==> src/rtl/spec_retire_pkg.sv <==
package spec_retire_pkg;

  typedef enum logic [1:0] {
    ST_PEND   = 2'b00,
    ST_DONE   = 2'b01,
    ST_POISON = 2'b10
  } robStat_t;

  // strobes from control to datapath
  typedef struct packed {
    logic clear;
    logic alloc;
    logic mark;
    logic retire;
    logic toSlice;
    logic slicePop;
  } strobe_t;

endpackage

==> src/rtl/slice_fifo.sv <==
module slice_fifo #(
  parameter int DEPTH = 4,
  parameter int WIDTH = 24,
  localparam int AW = $clog2(DEPTH)
) (
  input  logic             clk,
  input  logic             rstN,
  input  logic             clear,
  input  logic             push,
  input  logic [WIDTH-1:0] pushData,
  input  logic             pop,
  output logic [WIDTH-1:0] popData,
  output logic             empty,
  output logic             full,
  output logic [AW:0]      count
);
  localparam logic [AW:0] FULL_CNT = (AW+1)'(DEPTH);

  logic [WIDTH-1:0] mem [DEPTH];
  logic [AW:0] rdPtr, wrPtr;

  assign count   = wrPtr - rdPtr;
  assign empty   = (count == '0);
  assign full    = (count == FULL_CNT);
  assign popData = mem[rdPtr[AW-1:0]];

  always_ff @(posedge clk or negedge rstN) begin
    if (!rstN) begin
      rdPtr <= '0;
      wrPtr <= '0;
    end else if (clear) begin
      rdPtr <= '0;
      wrPtr <= '0;
    end else begin
      if (push) wrPtr <= wrPtr + 1'b1;
      if (pop)  rdPtr <= rdPtr + 1'b1;
    end
  end

  always_ff @(posedge clk) begin
    if (push && !clear) mem[wrPtr[AW-1:0]] <= pushData;
  end
endmodule

==> src/rtl/retire_ctrl.sv <==
module retire_ctrl
  import spec_retire_pkg::*;
(
  input  logic     flush,
  input  logic     allocValid,
  input  logic     markValid,
  input  logic     sliceReady,
  input  logic     robEmpty,
  input  logic     robFull,
  input  robStat_t headStat,
  input  logic     sliceEmpty,
  input  logic     sliceFull,
  output strobe_t  str,
  output logic     allocReady,
  output logic     freeValid,
  output logic     sliceValid
);
  logic headResolved, canRetire;

  always_comb begin
    headResolved = !robEmpty && (headStat != ST_PEND);
    canRetire    = headResolved && ((headStat == ST_DONE) || !sliceFull);

    str          = '0;
    str.clear    = flush;
    str.alloc    = !flush && allocValid && !robFull;
    str.mark     = !flush && markValid;
    str.retire   = !flush && canRetire;
    str.toSlice  = str.retire && (headStat == ST_POISON);
    str.slicePop = !flush && !sliceEmpty && sliceReady;

    allocReady   = !flush && !robFull;
    freeValid    = str.retire;
    sliceValid   = !flush && !sliceEmpty;
  end
endmodule

==> src/rtl/retire_dp.sv <==
module retire_dp
  import spec_retire_pkg::*;
#(
  parameter int ROB_DEPTH   = 8,
  parameter int SLICE_DEPTH = 4,
  parameter int PREG_W      = 6,
  parameter int OP_W        = 8,
  parameter int VAL_W       = 16,
  localparam int ROB_AW     = $clog2(ROB_DEPTH),
  localparam int SL_AW      = $clog2(SLICE_DEPTH)
) (
  input  logic              clk,
  input  logic              rstN,
  input  strobe_t           str,
  input  logic [OP_W-1:0]   allocOp,
  input  logic [PREG_W-1:0] allocPrev,
  input  logic [ROB_AW-1:0] markIdx,
  input  logic              markPoison,
  input  logic [VAL_W-1:0]  markVal,
  output logic [ROB_AW-1:0] allocIdx,
  output logic              robEmpty,
  output logic              robFull,
  output robStat_t          headStat,
  output logic [PREG_W-1:0] freePreg,
  output logic              sliceEmpty,
  output logic              sliceFull,
  output logic [OP_W-1:0]   sliceOp,
  output logic [VAL_W-1:0]  sliceVal,
  output logic [ROB_AW:0]   robCnt,
  output logic [SL_AW:0]    sliceCnt
);
  localparam int SL_W = OP_W + VAL_W;
  localparam logic [ROB_AW:0] ROB_FULL_CNT = (ROB_AW+1)'(ROB_DEPTH);

  logic [ROB_AW:0]   headPtr, tailPtr;
  logic [OP_W-1:0]   robOp   [ROB_DEPTH];
  logic [PREG_W-1:0] robPrev [ROB_DEPTH];
  logic [VAL_W-1:0]  robVal  [ROB_DEPTH];
  robStat_t          robSt   [ROB_DEPTH];

  logic [ROB_AW-1:0] headIdx;
  logic [SL_W-1:0]   slicePush, sliceHead;

  assign headIdx  = headPtr[ROB_AW-1:0];
  assign allocIdx = tailPtr[ROB_AW-1:0];
  assign robCnt   = tailPtr - headPtr;
  assign robEmpty = (robCnt == '0);
  assign robFull  = (robCnt == ROB_FULL_CNT);
  assign headStat = robSt[headIdx];
  assign freePreg = robPrev[headIdx];

  always_ff @(posedge clk or negedge rstN) begin
    if (!rstN) begin
      headPtr <= '0;
      tailPtr <= '0;
    end else if (str.clear) begin
      headPtr <= '0;
      tailPtr <= '0;
    end else begin
      if (str.alloc)  tailPtr <= tailPtr + 1'b1;
      if (str.retire) headPtr <= headPtr + 1'b1;
    end
  end

  always_ff @(posedge clk or negedge rstN) begin
    if (!rstN) begin
      for (int i = 0; i < ROB_DEPTH; i++) robSt[i] <= ST_PEND;
    end else begin
      if (str.alloc) robSt[allocIdx] <= ST_PEND;
      if (str.mark)  robSt[markIdx]  <= markPoison ? ST_POISON : ST_DONE;
    end
  end

  always_ff @(posedge clk) begin
    if (str.alloc) begin
      robOp[allocIdx]   <= allocOp;
      robPrev[allocIdx] <= allocPrev;
    end
    if (str.mark) robVal[markIdx] <= markVal;
  end

  assign slicePush = {robOp[headIdx], robVal[headIdx]};

  slice_fifo #(.DEPTH(SLICE_DEPTH), .WIDTH(SL_W)) u_slice (
    .clk      (clk),
    .rstN     (rstN),
    .clear    (str.clear),
    .push     (str.toSlice),
    .pushData (slicePush),
    .pop      (str.slicePop),
    .popData  (sliceHead),
    .empty    (sliceEmpty),
    .full     (sliceFull),
    .count    (sliceCnt)
  );

  assign sliceOp  = sliceHead[SL_W-1:VAL_W];
  assign sliceVal = sliceHead[VAL_W-1:0];
endmodule

==> src/rtl/spec_retire.sv <==
module spec_retire
  import spec_retire_pkg::*;
#(
  parameter int ROB_DEPTH   = 8,
  parameter int SLICE_DEPTH = 4,
  parameter int PREG_W      = 6,
  parameter int OP_W        = 8,
  parameter int VAL_W       = 16,
  localparam int ROB_AW     = $clog2(ROB_DEPTH),
  localparam int SL_AW      = $clog2(SLICE_DEPTH)
) (
  input  logic              clk,
  input  logic              rstN,
  input  logic              flush,
  input  logic              allocValid,
  output logic              allocReady,
  input  logic [OP_W-1:0]   allocOp,
  input  logic [PREG_W-1:0] allocPrev,
  output logic [ROB_AW-1:0] allocIdx,
  input  logic              markValid,
  input  logic [ROB_AW-1:0] markIdx,
  input  logic              markPoison,
  input  logic [VAL_W-1:0]  markVal,
  output logic              freeValid,
  output logic [PREG_W-1:0] freePreg,
  output logic              sliceValid,
  input  logic              sliceReady,
  output logic [OP_W-1:0]   sliceOp,
  output logic [VAL_W-1:0]  sliceVal
);
  strobe_t  str;
  robStat_t headStat;
  logic robEmpty, robFull, sliceEmpty, sliceFull;
  logic [ROB_AW:0] robCnt;
  logic [SL_AW:0]  sliceCnt;

  retire_ctrl u_ctrl (
    .flush      (flush),
    .allocValid (allocValid),
    .markValid  (markValid),
    .sliceReady (sliceReady),
    .robEmpty   (robEmpty),
    .robFull    (robFull),
    .headStat   (headStat),
    .sliceEmpty (sliceEmpty),
    .sliceFull  (sliceFull),
    .str        (str),
    .allocReady (allocReady),
    .freeValid  (freeValid),
    .sliceValid (sliceValid)
  );

  retire_dp #(
    .ROB_DEPTH(ROB_DEPTH), .SLICE_DEPTH(SLICE_DEPTH),
    .PREG_W(PREG_W), .OP_W(OP_W), .VAL_W(VAL_W)
  ) u_dp (
    .clk        (clk),
    .rstN       (rstN),
    .str        (str),
    .allocOp    (allocOp),
    .allocPrev  (allocPrev),
    .markIdx    (markIdx),
    .markPoison (markPoison),
    .markVal    (markVal),
    .allocIdx   (allocIdx),
    .robEmpty   (robEmpty),
    .robFull    (robFull),
    .headStat   (headStat),
    .freePreg   (freePreg),
    .sliceEmpty (sliceEmpty),
    .sliceFull  (sliceFull),
    .sliceOp    (sliceOp),
    .sliceVal   (sliceVal),
    .robCnt     (robCnt),
    .sliceCnt   (sliceCnt)
  );
endmodule

==> config.mk <==
export PLATFORM = sky130hd
export DESIGN_NAME = spec_retire
export DESIGN_NICKNAME = d
export VERILOG_FILES = /design/src/rtl/spec_retire_pkg.sv /design/src/rtl/slice_fifo.sv /design/src/rtl/retire_ctrl.sv /design/src/rtl/retire_dp.sv /design/src/rtl/spec_retire.sv
export SDC_FILE = /design/constraint.sdc
export NUM_CORES = 1
export LEC_CHECK = 0
export ABC_AREA = 1
export BUFFER_PORTS_ARGS = -buffer_cell sky130_fd_sc_hd__buf_2
export CAP_MARGIN = 40
export CORE_UTILIZATION = 61
export DETAILED_ROUTE_END_ITERATION = 8
export PLACE_DENSITY = 0.82
export SETUP_SLACK_MARGIN = 0.05
export SYNTH_ARGS = -nofsm -noshare
export SYNTH_HDL_FRONTEND = slang
export SYNTH_SLANG_ARGS = --single-unit
==> constraint.sdc <==
create_clock -name clk -period 4.5 [get_ports clk]
set_input_delay 0.9 -clock clk [delete_from_list [all_inputs] [get_ports clk]]
set_output_delay 0.9 -clock clk [all_outputs]
set_load 0.02 [all_outputs]
======== Word level (Yosys, flattened, before mapping) ========
Memories as Yosys holds them, arrays and structs flattened.
Cells that the tools add are included.
storage, ports and cells
  logic and storage cells ................. 87
  bits in writable memories ............... 336
  register bits ........................... 30
  output and inout port bits .............. 36
  memories kept ........................... 4
cells by class
  order comparisons ....................... 5
  equal/unequal tests ..................... 4
  bitwise gates (word level) .............. 5
  multiplexer cells ....................... 25
  reductions and logical operators ........ 26
  add/subtract/negate cells ............... 6
memory list
  memory            words  width  rd ports  clocked after memory_dff  wr ports  line              source
  u_dp.robVal       8      16     1         0                         1         retire_dp.sv:38   logic [VAL_W-1:0] robVal [ROB_DEPTH];
  u_dp.u_slice.mem  4      24     1         0                         1         slice_fifo.sv:19  logic [WIDTH-1:0] mem [DEPTH];
  u_dp.robOp        8      8      1         0                         1         retire_dp.sv:36   logic [OP_W-1:0] robOp [ROB_DEPTH];
  u_dp.robPrev      8      6      1         0                         1         retire_dp.sv:37   logic [PREG_W-1:0] robPrev [ROB_DEPTH];
operators with widths
  operator                                                              number
  16-bit 2-to-1 mux                                                     2
  16-bit AND                                                            1
  16-bit bitwise mux                                                    1
  4-bit 2-to-1 mux                                                      4
  16-bit NOT                                                            1
  1-bit logical AND                                                     13
  2-bit demux with 3-bit select                                         2
  4-bit greater-or-equal comparator, second input constant              3
  3-bit 2-to-1 mux                                                      4
  3-bit NOT with 4-bit output                                           3
  2-bit 2-to-1 mux                                                      5
  2-bit nonzero test                                                    5
  4-bit by 1-bit adder with 4-bit output, second input constant         2
  4-bit by 1-bit < comparator with 1-bit output, second input constant  2
  3-bit by 1-bit adder with 3-bit output, second input constant         2
  2-bit binary-select mux with 3-bit select                             1
  1-bit 2-to-1 mux                                                      6
  1-bit zero test                                                       5
  4-bit == test, second input constant                                  1
  4-bit zero test                                                       1
  4-bit subtractor                                                      1
  3-bit == test, second input constant                                  1
  3-bit zero test                                                       1
  3-bit subtractor                                                      1
  3 further kinds                                                       3

======== Depth between registers and ports, before layout ========
  word-level depth ........................ 12
  depth in mapped cells ................... 15
  gate-level depth less buffers ........... 15

======== Hierarchy ========
A second synthesis with hierarchy kept.
unflattened totals
  cell total of the unflattened synthesis .. 1600
  area, all modules ....................... 16270.6 um2
modules (own cells, without submodules)
  module       cells an instance  instances  area each (um2)  sequential area each (um2)
  retire_dp    1241               1          11881.4          7807.5
  slice_fifo   342                1          4305.4           3032.9
  retire_ctrl  17                 1          83.8             0.0

======== Worst setup path after synthesis ========
OpenSTA, ideal clock, no wires.
  path kind ............................... register to register
  start ................................... reg u_dp.headPtr[2]
  end ..................................... mem u_dp.u_slice.mem[0][0], enable pin
  arrival ................................. 2984 ps
  stages on the path, launching flop included .. 12
  path slack .............................. 1111 ps
  path buffers ............................ 2
  cells stage by stage .................... dfrtp_1 clkbuf_1 inv_2 clkbuf_1 ha_1 a21oi_1 nand3_1 nand2_1 nor2_1 nor2_4 nand4_2 nor2_1
between the ends
  longest elaborated chain between the ends .. 12
RTL lines
  what                                                                                   line                                  source
  start: declaration                                                                     retire_dp.sv:35                       logic [ROB_AW:0] headPtr, tailPtr;
  start signal: assignment                                                               retire_dp.sv:61                       if (str.retire) headPtr <= headPtr + 1'b1;
  3-bit NOT with 4-bit output (implied by the code)                                      retire_dp.sv:49                       assign headStat = robSt[headIdx];
  2-bit binary-select mux with 3-bit select                                              retire_dp.sv:49
  2-bit 2-to-1 mux (implied by the code) (2 in a row)                                    retire_dp.sv:49
  2-bit by 1-bit == test with 1-bit output / 2-bit nonzero test (equally long branches)  retire_ctrl.sv:22, retire_ctrl.sv:21
  1-bit logical OR / 1-bit logical AND (equally long branches)                           retire_ctrl.sv:22, retire_ctrl.sv:21
  1-bit logical AND                                                                      retire_ctrl.sv:22                     canRetire = headResolved && ((headStat == ST_DONE) || !sliceFull);
  1-bit logical AND                                                                      retire_ctrl.sv:28                     str.retire = !flush && canRetire;
  1-bit logical AND (*)                                                                  retire_ctrl.sv:29                     str.toSlice = str.retire && (headStat == ST_POISON);
  1-bit logical AND (*)                                                                  slice_fifo.sv:41                      if (push && !clear) mem[wrPtr[AW-1:0]] <= pushData;
  1-bit 2-to-1 mux (*)                                                                   slice_fifo.sv:41
  1-bit 2-to-1 mux (implied by the code) (*)                                             slice_fifo.sv:41
  end: declaration                                                                       slice_fifo.sv:19
Every way passes the cells marked *; elsewhere a longest branch is shown, timed or not. The select of a mux whose other input is x is not followed.

======== Final worst setup path ========
  start ................................... reg u_dp.headPtr[0]
  end ..................................... out freePreg[0]
between the ends
  longest elaborated chain between the ends .. 1
RTL lines
  what              line               source
  memory 8 x 6 bit  --
  end: declaration  spec_retire.sv:25  output logic [PREG_W-1:0] freePreg,
Every way passes these cells.

==> results.txt <==
Drt first pass iters - 5
Hold-fix buffers, CTS - 0
Post-synth design cell area - 0.0148 mm²
Via count - 9550
Core footprint - 0.0236 mm²
Hold crit path type - input port to async pin
Rows - 56
DRT iter0 DRCs - 862
Grt total ovfl - 0
Post-synth top area cell - edfxtp_1
Initial antenna violation count - 6
WS Path Type - register to output port
Vias in the first global route - 9345
Placed Instance Area - 0.0154 mm²
Startpoint types - register
Total CTS buffers - 37
Hold Violations, Final - 0
Maxcap violations - 0
Post-CTS sizing - 0
HPWL Detailed - 17400 µm
Post-CTS Setup Repair Bufs - 0
Nets - 1316
Endpoints failing setup - 0
Crit path max fanout - 76
CTS tree - yes
Pwr dens - 604 mW/mm²
Htree depth - 2
Max IR drop VDD - 0.000450 V
Critical Path RT - 3.60 ns
# DRC - 0
WP data arrival - 2.87 ns
Chip Width - 158 µm
Number of routed nets with antenna violations - 0
Reg clk slew, reported paths - 0.06 ns
Reg2reg end - u_dp.robPrev[3][5]
Max Transition Viols Final - 0
Cell area after layout - 0.0166 mm²
Post-Syn Nets - 1254
Setup TNS - 0 ns
Final period util - 83.7%
Layout cell share with drive strength beyond 1 - 12.6%
Fmax - 265 MHz
Starting Density - 62.5%
Outcome - completed
R2r worst-path depth - 11
First-pass GRT wire length - 47300 µm
Worst-Skew Late Latency - 0.52 ns
Setup crit end kind - output port
Via density - 5.92
Critical Path Source - u_dp.headPtr[0]
R2r setup slk - 1.43 ns
Worst hold slack - 0.426 ns
R2R Path Start - u_dp.headPtr[1]
Synth Instances - 1202
Wire per inst - 19.0 µm
Synth top area cells - edfxtp_1, nor2_1, o21ai_0, dfrtp_1, o22ai_1
Top-Level Pins - 76
Synth top area share - 68.3%
Seq cells post-synth - 366
Die height - 158 µm
Num Clock Sinks - 366
Yosys warning count - 0
Sequential share of the synthesized area - 73.4%
Port bufs - 75
Largest net degree at the start of global routing - 77
Number of flops mapped to enable cells by yosys - 336
Count of cell types in the netlist - 31
Synthesis-to-finish area growth - 12.3%
Skew final - 0.0118 ns
Final core area utilization - 70.2%
Clk buf depth - 3
CTS root buffer - clkbuf_16
Gp weighted congestion - 0.809
Min Clock Period, post-route - 3.77 ns
Die area - 0.0248 mm²
Static Leak - 0.00603 µW
Most used DFF post-synth - edfxtp_1
Worst Tran Pin Value - 0.875 ns
Detailed Route WL - 30600 µm
Slew HR - 41.6%
Syn avg cell area - 12.3 µm²
Async set-reset flop share out of synthesis - 8.20%
Unrepaired setup endpoints after global routing - false
Gr usage total - 25.3%
cell usage in the layout, fill, tap and decap left out, types with 2 or more instances in the layout:
cell	netlist	final
clkinvlp_4	0	3
o21ai_1	8	8
bufinv_16	0	4
nor2_2	1	5
nand3b_1	2	2
o21ai_0	177	177
nand2_4	3	3
buf_4	5	15
xnor2_1	3	3
nor2_1	294	290
inv_1	54	54
buf_2	9	75
nand3_1	31	31
clkinv_1	0	5
ha_1	12	12
edfxtp_1	336	336
clkinv_2	0	4
nand2_1	67	67
o22ai_1	54	54
a21oi_1	13	13
nor2_4	2	2
clkbuf_1	44	9
nand3_2	2	2
o211ai_1	2	2
diode_2	0	4
a31oi_1	30	30
clkbuf_16	0	38
xor2_1	4	4
inv_2	4	3
dfrtp_1	30	28
worst max-delay path by stage:
stage / to / slack [ns] / depth (start not counted)
2_1_floorplan: u_dp.u_slice.mem[0][0] / 1.11 / 11
3_3_place_gp: freePreg[5] / 1.45 / 7
3_5_place_dp: freePreg[0] / 1.31 / 7
4_1_cts: freePreg[0] / 0.75 / 7
5_1_grt: freePreg[0] / 0.58 / 7
6_report: freePreg[0] / 0.73 / 7
registers in the layout, summed over array words and instances, names as in the netlist:
| signal | count |
|---|---|
| u_dp.tailPtr | 4 |
| u_dp.u_slice.wrPtr | 3 |
| u_dp.robVal | 128 |
| u_dp.robPrev | 48 |
| u_dp.u_slice.mem | 96 |
| u_dp.robOp | 64 |
| u_dp.robSt | 16 |
| u_dp.u_slice.rdPtr | 3 |
| u_dp.headPtr | 4 |
cells in the mapped netlist, types with 4 or more instances:
library cell and n:
a21oi_1 13, buf_2 9, o21ai_0 177, clkbuf_1 44, inv_2 4, ha_1 12
nand2_1 67, o21ai_1 8, o22ai_1 54, a31oi_1 30, edfxtp_1 336, nor2_1 294
dfrtp_1 30, buf_1 8, inv_1 54, buf_4 5, xor2_1 4, nand3_1 31
metrics by stage:
stage,setup WS (ns),total power (µW),instances
finish,0.733,10000,1612
global route,0.578,10500,1610
CTS,0.753,10000,1608
detailed placement,1.31,7040,1544
global placement,1.45,6920,1544
floorplan,1.11,6240,1202
metal layers:
metal  track usage, %  vias to the layer above  wire, µm
met1             31.4                     4670     12200
met2             42.9                      394     15100
li1                 -                     4411         -
met4             12.2                        4       865
met3             5.04                       71      2410
met5                0                        -        29
cells by family (layout without fill, tap and decap cells):
| group | count (synthesis) | after routing | share of synthesized area [%] |
|---|---|---|---|
| XOR/XNOR | 7 | 7 | 0.415 |
| adder cells (fa/ha/maj) | 12 | 12 | 1.02 |
| AND/OR/NAND/NOR | 405 | 405 | 11.2 |
| AO/OA/AOI/OAI | 286 | 286 | 10.5 |
| flip-flops | 366 | 366 | 73.4 |
| other | 0 | 4 | 0 |
| buffers and inverters | 126 | 213 | 3.51 |
critical path: stages, from the launching register on:
cell      delay (ns)
dfrtp_4         0.71
clkinv_2        0.15
buf_4           0.58
o21ai_0         0.21
o22ai_1         0.17
nor2_1          0.07
a31oi_1         0.20
buf_2           0.19
area by class of cell:
class                           instances  area, µm²
Antenna cell                            4       10.0
Clock buffer                           47        985
Clock inverter                         17        201
Fill cell                            1542       7030
Inverter                               58        219
Multi-Input combinational cell        710       3410
Sequential cell                       366      10800
Tap cell                              319        399
Timing Repair Buffer                   91        508
where the power goes:
part | internal (µW) | switching [µW]
logic | 780 | 1920
registers | 4160 | 168
clock network | 1780 | 1210
total | 6720 | 3290
Note: power is estimated with default switching activity, not from simulation.
